==> src/rtl/vkc_pkg.sv <==
package vkc_pkg;
  localparam int VOICES = 8;
  localparam int DW     = 8;
  typedef logic [VOICES-1:0] vmask_t;

  localparam logic [6:0] ADDR_KEYON  = 7'h10;
  localparam logic [6:0] ADDR_KEYOFF = 7'h11;
  localparam logic [6:0] ADDR_FLAG   = 7'h12;
  localparam logic [6:0] ADDR_ENDF   = 7'h13;

  localparam int BIT_SOFT = 7;
  localparam logic [DW-1:0] FLAG_MUTE    = 8'h40;
  localparam logic [DW-1:0] FLAG_ECHOOFF = 8'h20;
  localparam logic [DW-1:0] FLAG_RESET   = FLAG_MUTE | FLAG_ECHOOFF;

  // voices a key-on write starts immediately
  function automatic vmask_t keyon_go(input vmask_t d, input vmask_t koff);
    return d & ~koff;
  endfunction

  // voices a key-on write defers
  function automatic vmask_t keyon_hold(input vmask_t d, input vmask_t koff);
    return d & koff;
  endfunction

  // voices a key-off write releases
  function automatic vmask_t keyoff_cut(input vmask_t d, input vmask_t keyed);
    return d & keyed;
  endfunction

  // deferred voices a key-off write lets through
  function automatic vmask_t keyoff_fire(input vmask_t d, input vmask_t pend);
    return ~d & pend;
  endfunction

  function automatic logic [DW-1:0] soft_flag(input logic [DW-1:0] d);
    return FLAG_RESET | {3'b000, d[4:0]};
  endfunction
endpackage

==> src/rtl/vkc_decode.sv <==
module vkc_decode
  import vkc_pkg::*;
(
  input  logic          wr_en,
  input  logic [7:0]    wr_addr,
  input  logic [DW-1:0] wr_data,
  output logic          wr_keyon,
  output logic          wr_keyoff,
  output logic          wr_flag,
  output logic          wr_endf,
  output logic          soft_rst
);
  logic in_range;
  assign in_range  = wr_en && !wr_addr[7];
  assign wr_keyon  = in_range && (wr_addr[6:0] == ADDR_KEYON);
  assign wr_keyoff = in_range && (wr_addr[6:0] == ADDR_KEYOFF);
  assign wr_flag   = in_range && (wr_addr[6:0] == ADDR_FLAG);
  assign wr_endf   = in_range && (wr_addr[6:0] == ADDR_ENDF);
  assign soft_rst  = wr_flag && wr_data[BIT_SOFT];

  always_comb begin
    a_r10_onehot_decode: assert ($onehot0({wr_keyon, wr_keyoff, wr_flag, wr_endf}));
  end
endmodule

==> src/rtl/vkc_key_logic.sv <==
module vkc_key_logic
  import vkc_pkg::*;
(
  input  logic   clk,
  input  logic   rst_n,
  input  logic   wr_keyon,
  input  logic   wr_keyoff,
  input  logic   soft_rst,
  input  vmask_t wr_mask,
  output vmask_t start_ev,
  output vmask_t keyon_q,
  output vmask_t keyoff_q,
  output vmask_t start_q,
  output vmask_t release_q
);
  vmask_t pend_q, keyed_q, rel_ev;

  always_comb begin
    start_ev = '0;
    rel_ev   = '0;
    if (soft_rst)       rel_ev   = '1;
    else if (wr_keyon)  start_ev = keyon_go(wr_mask, keyoff_q);
    else if (wr_keyoff) begin
      start_ev = keyoff_fire(wr_mask, pend_q);
      rel_ev   = keyoff_cut(wr_mask, keyed_q);
    end
  end

  always_ff @(posedge clk) begin
    if (!rst_n) begin
      keyon_q   <= '0;
      keyoff_q  <= '0;
      pend_q    <= '0;
      keyed_q   <= '0;
      start_q   <= '0;
      release_q <= '0;
    end else begin
      start_q   <= start_ev;
      release_q <= rel_ev;
      if (soft_rst) begin
        keyon_q  <= '0;
        keyoff_q <= '0;
        pend_q   <= '0;
        keyed_q  <= '0;
      end else if (wr_keyon) begin
        keyon_q <= wr_mask;
        pend_q  <= pend_q | keyon_hold(wr_mask, keyoff_q);
        keyed_q <= keyed_q | start_ev;
      end else if (wr_keyoff) begin
        keyoff_q <= wr_mask;
        keyon_q  <= keyon_q & ~rel_ev;
        pend_q   <= pend_q & ~(rel_ev | start_ev);
        keyed_q  <= (keyed_q & ~rel_ev) | start_ev;
      end
    end
  end

  a_r3_no_start_while_off: assert property (@(posedge clk) disable iff (!rst_n)
    wr_keyon |=> (start_q & $past(keyoff_q)) == '0);
  a_r4_release_only_keyed: assert property (@(posedge clk) disable iff (!rst_n)
    wr_keyoff |=> (release_q & ~$past(keyed_q)) == '0);
  a_r5_fire_only_pending: assert property (@(posedge clk) disable iff (!rst_n)
    wr_keyoff |=> (start_q & ~$past(pend_q)) == '0);
  a_r6_soft_releases_all: assert property (@(posedge clk) disable iff (!rst_n)
    soft_rst |=> release_q == '1 && keyoff_q == '0 && keyon_q == '0);
  a_r11_pulse_needs_write: assert property (@(posedge clk) disable iff (!rst_n)
    !(wr_keyon || wr_keyoff || soft_rst) |=> start_q == '0 && release_q == '0);
endmodule

==> src/rtl/vkc_flag_regs.sv <==
module vkc_flag_regs
  import vkc_pkg::*;
(
  input  logic          clk,
  input  logic          rst_n,
  input  logic          wr_flag,
  input  logic          wr_endf,
  input  logic          soft_rst,
  input  logic [DW-1:0] wr_data,
  input  vmask_t        end_set,
  input  vmask_t        start_ev,
  output logic [DW-1:0] flag_q,
  output vmask_t        endf_q
);
  vmask_t endf_base;
  assign endf_base = (wr_endf || soft_rst) ? '0 : endf_q;

  always_ff @(posedge clk) begin
    if (!rst_n) begin
      flag_q <= FLAG_RESET;
      endf_q <= '0;
    end else begin
      if (soft_rst)     flag_q <= soft_flag(wr_data);
      else if (wr_flag) flag_q <= wr_data;
      endf_q <= (endf_base | end_set) & ~start_ev;
    end
  end

  a_r9_start_clears_end: assert property (@(posedge clk) disable iff (!rst_n)
    start_ev != '0 |=> (endf_q & $past(start_ev)) == '0);
  a_r6_soft_keeps_mute: assert property (@(posedge clk) disable iff (!rst_n)
    soft_rst |=> (flag_q & FLAG_RESET) == FLAG_RESET);
  a_r9_end_set_sticks: assert property (@(posedge clk) disable iff (!rst_n)
    (end_set != '0 && start_ev == '0) |=> (endf_q & $past(end_set)) == $past(end_set));
endmodule

==> src/rtl/voice_key_ctrl.sv <==
module voice_key_ctrl
  import vkc_pkg::*;
(
  input  logic       clk,
  input  logic       rst_n,
  input  logic       wr_en,
  input  logic [7:0] wr_addr,
  input  logic [7:0] wr_data,
  input  logic [7:0] rd_addr,
  output logic [7:0] rd_data,
  input  logic [7:0] end_set,
  output logic [7:0] voice_start,
  output logic [7:0] voice_release
);
  logic wr_keyon, wr_keyoff, wr_flag, wr_endf, soft_rst;
  vmask_t start_ev, keyon_q, keyoff_q, endf_q;
  logic [DW-1:0] flag_q;

  vkc_decode u_dec (
    .wr_en(wr_en), .wr_addr(wr_addr), .wr_data(wr_data),
    .wr_keyon(wr_keyon), .wr_keyoff(wr_keyoff), .wr_flag(wr_flag),
    .wr_endf(wr_endf), .soft_rst(soft_rst)
  );

  vkc_key_logic u_key (
    .clk(clk), .rst_n(rst_n), .wr_keyon(wr_keyon), .wr_keyoff(wr_keyoff),
    .soft_rst(soft_rst), .wr_mask(wr_data), .start_ev(start_ev),
    .keyon_q(keyon_q), .keyoff_q(keyoff_q),
    .start_q(voice_start), .release_q(voice_release)
  );

  vkc_flag_regs u_flg (
    .clk(clk), .rst_n(rst_n), .wr_flag(wr_flag), .wr_endf(wr_endf),
    .soft_rst(soft_rst), .wr_data(wr_data), .end_set(end_set),
    .start_ev(start_ev), .flag_q(flag_q), .endf_q(endf_q)
  );

  always_comb begin
    case (rd_addr[6:0])
      ADDR_KEYON:  rd_data = keyon_q;
      ADDR_KEYOFF: rd_data = keyoff_q;
      ADDR_FLAG:   rd_data = flag_q;
      ADDR_ENDF:   rd_data = endf_q;
      default:     rd_data = '0;
    endcase
  end

  a_r11_no_start_release_same_voice: assert property (@(posedge clk) disable iff (!rst_n)
    1'b1 |=> (voice_start & voice_release) == '0 || voice_release == '1);
endmodule

==> config.mk <==
export PLATFORM = sky130hd
export DESIGN_NAME = voice_key_ctrl
export DESIGN_NICKNAME = d
export VERILOG_FILES = /design/src/rtl/vkc_pkg.sv /design/src/rtl/vkc_decode.sv /design/src/rtl/vkc_key_logic.sv /design/src/rtl/vkc_flag_regs.sv /design/src/rtl/voice_key_ctrl.sv
export SDC_FILE = /design/constraint.sdc
export NUM_CORES = 1
export LEC_CHECK = 0
export ABC_AREA = 1
export CORE_MARGIN = 2
export CORE_UTILIZATION = 30
export CTS_BUF_LIST = sky130_fd_sc_hd__clkbuf_16
export CTS_CLUSTER_SIZE = 14
export DETAILED_ROUTE_END_ITERATION = 10
export PLACE_DENSITY = 0.47
export SYNTH_ARGS = -nofsm -noshare
export SYNTH_HDL_FRONTEND = slang
export SYNTH_HIERARCHICAL = 1
export SYNTH_SLANG_ARGS = --single-unit
==> constraint.sdc <==
create_clock -name clk -period 2.27 [get_ports clk]
set_clock_uncertainty 0.2 [all_clocks]
set_input_delay 0.454 -clock clk [delete_from_list [all_inputs] [get_ports clk]]
set_output_delay 0.454 -clock clk [all_outputs]
set_load 0.02 [all_outputs]
Word-level counts from Yosys, hierarchy flattened:

Index checks and enable logic that the tools add are counted.

* eq/ne operators: 8
* mux-type cells: 16
* bitwise gates (word level): 20
* reduce and logical (&&, ||, !) cells: 12

Operators with widths (count)
* 8-bit two-way mux: 13
* 8-bit bitwise AND: 8
* 7-bit by 5-bit equality test with 1-bit output, second input constant: 8
* 8-bit inverter: 5
* 8-bit bitwise OR: 5
* 8-bit case mux with 4 select lines: 1
* 5-bit two-way mux: 2
* 1-bit logical AND: 6
* 2-bit nonzero test: 2
* 1-bit inverter: 2
* 2-bit AND reduction: 1
* 2-bit OR reduction: 1
* 1-bit zero test: 1
* 1-bit logical OR: 1

* output and inout port bits: 24
* flip-flop bits (word level): 64
* input bits: 35
* word-level logic and storage cells: 65

Longest topological paths before layout:

* depth in word-level cells: 11
* gate-level depth with buffers: 14
* depth with buffers taken out: 13

Hierarchy:

The synthesis kept the hierarchy.

Modules (own cells, without submodules)
* vkc_key_logic: area each 2039.5 µm², instances 1, cells an instance 283
* vkc_flag_regs: area each 663.1 µm², instances 1, cells an instance 87
* voice_key_ctrl: area each 460.4 µm², instances 1, cells an instance 91
* vkc_decode: area each 101.3 µm², instances 1, cells an instance 22

Worst setup path after synthesis:

No wires, ideal clock.

* path type: input-to-reg
* from: input port wr_addr[7]
* to: register u_flg.endf_q[0]
* slack: 0.253 ns
* path buffers: 1
* stages on the path: 11
* data arrival time: 1.751 ns
* setup time: 0.066 ns
* cell sequence: inv_1 -> nand2_1 -> nor2_2 -> nand3_2 -> nor2_2 -> inv_1 -> buf_2 -> nand2_1 -> inv_1 -> or2_0 -> a21oi_2

RTL lines
* from (decl): RTL line voice_key_ctrl.sv:7 `input logic [7:0] wr_addr,`
* 1-bit zero test: RTL line vkc_decode.sv:14 `assign in_range = wr_en && !wr_addr[7];`
* 1-bit logical AND: RTL line vkc_decode.sv:14
* 1-bit logical AND: RTL line vkc_decode.sv:17 `assign wr_flag = in_range && (wr_addr[6:0] == ADDR_FLAG);`
* 1-bit logical AND: RTL line vkc_decode.sv:19 `assign soft_rst = wr_flag && wr_data[BIT_SOFT];`
* via soft_rst: RTL line voice_key_ctrl.sv:15 `logic wr_keyon, wr_keyoff, wr_flag, wr_endf, soft_rst;`
* 8-bit two-way mux: RTL line vkc_key_logic.sv:21 `if (soft_rst) rel_ev = '1;`
* via start_ev[0]: RTL line voice_key_ctrl.sv:16 `vmask_t start_ev, keyon_q, keyoff_q, endf_q;`
* 8-bit inverter: RTL line vkc_flag_regs.sv:25 `endf_q <= (endf_base | end_set) & ~start_ev;`
* 8-bit bitwise AND: RTL line vkc_flag_regs.sv:25
* to (signal assigned): RTL line vkc_flag_regs.sv:25
* to (decl): RTL line vkc_flag_regs.sv:13 `output vmask_t endf_q`

The timed path passes the listed nets, and every way through them passes these cells.
A chain may end at the register's enable or synchronous reset.

Worst setup path after layout:

* from: input port rd_addr[0]
* to: output port rd_data[6]

* word-level cells in the longest chain between the ends: 2

RTL lines
* from (decl): RTL line voice_key_ctrl.sv:9 `input logic [7:0] rd_addr,`
* 7-bit by 5-bit equality test with 1-bit output: RTL line voice_key_ctrl.sv:39 `case (rd_addr[6:0])`
* 8-bit case mux with 4 select lines (*): RTL line voice_key_ctrl.sv:39
* to (decl): RTL line voice_key_ctrl.sv:10 `output logic [7:0] rd_data,`

Mark *: on every way between the ends. The rest lies on a longest branch, timed or not.

==> impl_metrics.env <==
export IMPL_cp_start_kind="primary input"
export IMPL_post_layout_nonfiller_instances=751
export IMPL_drv_cap=0
export IMPL_synthDominantAreaCellType="sky130_fd_sc_hd__dfxtp_1"
export IMPL_part_of_the_yosys_area_used_for_sequential_elements=0.392
export IMPL_cts_max_level=3
export IMPL_firstDrtPassIters=4
export IMPL_path_buf_inv=4
export IMPL_number_of_synthesized_register_bits=64
export IMPL_postPlaceCellArea_um2=4420
export IMPL_share_comb_of_total_power=0.082
export IMPL_timing_fmax_mhz=457
export IMPL_cp_top_family="simple AND/OR/NAND/NOR gates"
export IMPL_power_density_nw_per_um2=517
export IMPL_gp_congestion=0.813
export IMPL_period_share=0.965
export IMPL_finalMaxSlewViolations=0
export IMPL_initial_core_util=0.304
export IMPL_leakage_nw=2.37
export IMPL_timing_setup_critical_path_class="in -> out"
export IMPL_switching_share=0.219
export IMPL_dp_cells=726
export IMPL_mappedNetlistNets=518
export IMPL_final_setup_viol_count=0
export IMPL_crit_arrival_ns=1.54
export IMPL_place_worst_setup_slack_ns=-0.547
export IMPL_floorplan_core_area_um2=10700
export IMPL_top_area_cell_type_share_of_the_netlist_area=0.392
export IMPL_nFillCells=1115
export IMPL_synth_top_family_by_area="simple AND/OR/NAND/NOR gates"
export IMPL_headroom_to_the_max_slew_limit=0.754
export IMPL_flow_area_growth_from_synthesis_pct=56.4
export IMPL_overall_power_mw=2.64
export IMPL_ys_warnings_count=6
export IMPL_grt_overflow_total=0
export IMPL_vias_per_cell=4.38
export IMPL_final_net_count=644
export IMPL_clk_slew_on_worst_s_h_paths_ns=0.05
export IMPL_outcome="completed"
export IMPL_cpPeakStageDelay_ns=0.25
export IMPL_share_of_cells_above_drive_strength_1=0.293
export IMPL_sequentialPowerShare=0.433
export IMPL_buffer_ports_inserted=57
export IMPL_synthTopCellsByArea="sky130_fd_sc_hd__dfxtp_1 (39%), sky130_fd_sc_hd__nand2_1 (17%), sky130_fd_sc_hd__inv_1 (8.4%)"
export IMPL_worst_supply_voltage_drop_on_vdd_mv=0.341
export IMPL_synth_compound_area_frac=0.103
export IMPL_cts_tree="built"
export IMPL_synth_simple_gate_area_share=0.381
export IMPL_die_height_um=108
export IMPL_hold_violations=0
export IMPL_insertedDiodeCount=0
export IMPL_synthDistinctLibCells=25
export IMPL_clock_tree_buffer_depth=2
export IMPL_groute_usage_overall=0.177
export IMPL_grt_setup_unrepaired="yes"
export IMPL_timing_final_ws_setup_ns=0.0799
export IMPL_critPathMaxFanout=8
export IMPL_max_slew_worst_pin_slew_ns=0.368
export IMPL_worst_ep_required_time_ns=1.62
export IMPL_netlist_area_um2=3260
export IMPL_number_of_global_route_vias_before_repair=3138
export IMPL_detail_route_wirelength_mm=10.0
export IMPL_synth_mux_area_frac=0
export IMPL_postLayoutCoreUtil=0.475
export IMPL_grt_antenna_before_repair=0
export IMPL_route_vias_total=3288
export IMPL_dieArea_um2=11700
export IMPL_total_switching_power_uw=579
export IMPL_numCtsBuffers=9
export IMPL_ios=59
export IMPL_share_of_synthesized_cell_area_in_full_adder_half_adder_and_majority_cells=0
export IMPL_post_route_cell_area_um2=5110
export IMPL_crit_path_cell_trace="dlygate4sd2_1 > inv_1 > nand2_1 > nor2_4 > nand3_1 > nand2_1 > inv_1 > nand2_2 > buf_6"
export IMPL_cts_sink_count=64
export IMPL_std_cell_rows=38
export IMPL_syn_mean_instance_area_um2=6.76
export IMPL_floorplan_die_width_um=108
export IMPL_final_min_clock_period_ns=2.19
export IMPL_worstSetupEndpointType="primary output"
export IMPL_hold_buffer_count_at_cts=0
export IMPL_grt_max_degree=21
export IMPL_detailed_place_hpwl_mm=7.03
export IMPL_detail_route_iter0_violations=122
export IMPL_hold_class="reg -> reg"
export IMPL_clock_power_share=0.485
export IMPL_root_buffer="sky130_fd_sc_hd__clkbuf_16"
export IMPL_route_detailed_wl_per_inst_um=13.3
export IMPL_first_pass_grt_wire_length_mm=15.8
export IMPL_critical_path_slowest_cell="sky130_fd_sc_hd__dlygate4sd2_1"
export IMPL_ant_nets=0
export IMPL_synth_xor_area_share=0
export IMPL_synthesis_instances=483
export IMPL_insertion_delay_of_the_later_clocked_pin_in_the_worst_skew_pair_ns=0.32
export IMPL_power_internal_mw=2.06
export IMPL_drc=0
## power groups by stage
stage	clock (mW)	sequential, mW	combinational [mW]
after CTS	1.32	1.14	0.218
after global routing	1.37	1.14	0.235
after floorplan	0	1.16	0.0779
after global placement	0	1.17	0.193
final	1.28	1.14	0.216
after detailed placement	0	1.17	0.195
## metrics by stage
stage / hold slack, ns / TNS, ns
6_report: 0.255 / 0
2_1_floorplan: 0.239 / 0
3_3_place_gp: 0.245 / -14.79
5_1_grt: 0.277 / -0.109
3_5_place_dp: 0.251 / -14.39
4_1_cts: 0.259 / 0
## cell type report
type | instances | area, um^2 | share of cell area
clock buffer | 9 | 225 | 0.0441
clock inverter | 4 | 41.3 | 0.00809
inverter | 76 | 285 | 0.0559
multi-input combinational | 327 | 1770 | 0.347
sequential | 64 | 1280 | 0.251
tap | 140 | 175 | 0.0343
timing repair buffer | 131 | 1330 | 0.260
## placed cells by master, fill, tap and decap left out, drive strengths merged
master and instances:
nand2 154, buf 80, inv 78, dfxtp 64
nor2 57, nand3 51, a21oi 43, clkdlybuf4s50 38
clkbuf 11, o21ai 9, or2 9, dlygate4sd2 6
dlymetal6s2s 4, and3 3, bufinv 1, clkinv 1
clkdlybuf4s15 1, o211ai 1
## Yosys cell counts
cell                       count
sky130_fd_sc_hd__and3_1        3
sky130_fd_sc_hd__buf_1         1
sky130_fd_sc_hd__o21ai_2       8
sky130_fd_sc_hd__nand2_1     144
sky130_fd_sc_hd__nand3_1      49
sky130_fd_sc_hd__inv_1        73
sky130_fd_sc_hd__dfxtp_1      64
sky130_fd_sc_hd__o21ai_1       1
sky130_fd_sc_hd__nand2_2       9
sky130_fd_sc_hd__or2_1         1
sky130_fd_sc_hd__clkbuf_1      1
sky130_fd_sc_hd__a21oi_1      33
sky130_fd_sc_hd__buf_6         6
sky130_fd_sc_hd__nand3_2       2
sky130_fd_sc_hd__or2_0         8
sky130_fd_sc_hd__nand2_4       1
sky130_fd_sc_hd__nor2_8        2
sky130_fd_sc_hd__o211ai_1      1
sky130_fd_sc_hd__buf_2         7
sky130_fd_sc_hd__nor2_1       45
sky130_fd_sc_hd__nor2_4        5
sky130_fd_sc_hd__inv_2         3
sky130_fd_sc_hd__a21oi_2      10
sky130_fd_sc_hd__buf_4         1
sky130_fd_sc_hd__nor2_2        5
## sequential cells by signal (all words and copies together), names as in the netlist
signal,cells
u_flg/flag_q,8
u_key/keyed_q,8
u_flg/endf_q,8
u_key/pend_q,8
u_key/keyon_q,8
u_key/keyoff_q,8
u_key/start_q,8
u_key/release_q,8
## worst min-delay path: cells and delay by family (launching register included)
family	cells	cell delay, ns
compound gates	1	0.05
simple gates	1	0.06
flops	1	0.30
## kinds of logic (layout without fill, tap and decap cells)
logic type,Yosys count,count (layout)
and+or+nand+nor,274,274
AOI/OAI and AO/OA,53,53
DFF,64,64
buffers and inverters,92,220
## final timing paths
path	slack, ns	to	cells past startpoint	startpoint
worst max-delay path	0.08	rd_data[6]	9	rd_addr[0]
worst min-delay path	0.25	u_key/keyed_q[0]	2	u_key/keyed_q[0]
worst max register to register	0.95	u_flg/endf_q[1]	5	u_key/keyoff_q[1]
worst min register to register	0.25	u_key/keyed_q[0]	2	u_key/keyed_q[0]
## routing by layer
metal	vias to the layer above	global-route usage	wire, um
met4	0	0.0522	85
met2	50	0.279	4560
met5	-	0	0
met1	1498	0.247	5000
met3	6	0.0338	374
li1	1734	-	-
## repair_timing
action	4_1_cts	5_1_grt
pin swaps	21	23
setup endpoints to repair	8	47
resized for setup	76	49
gates cloned	3	2
buffers inserted	4	4
(Power assumes the default switching activity.)
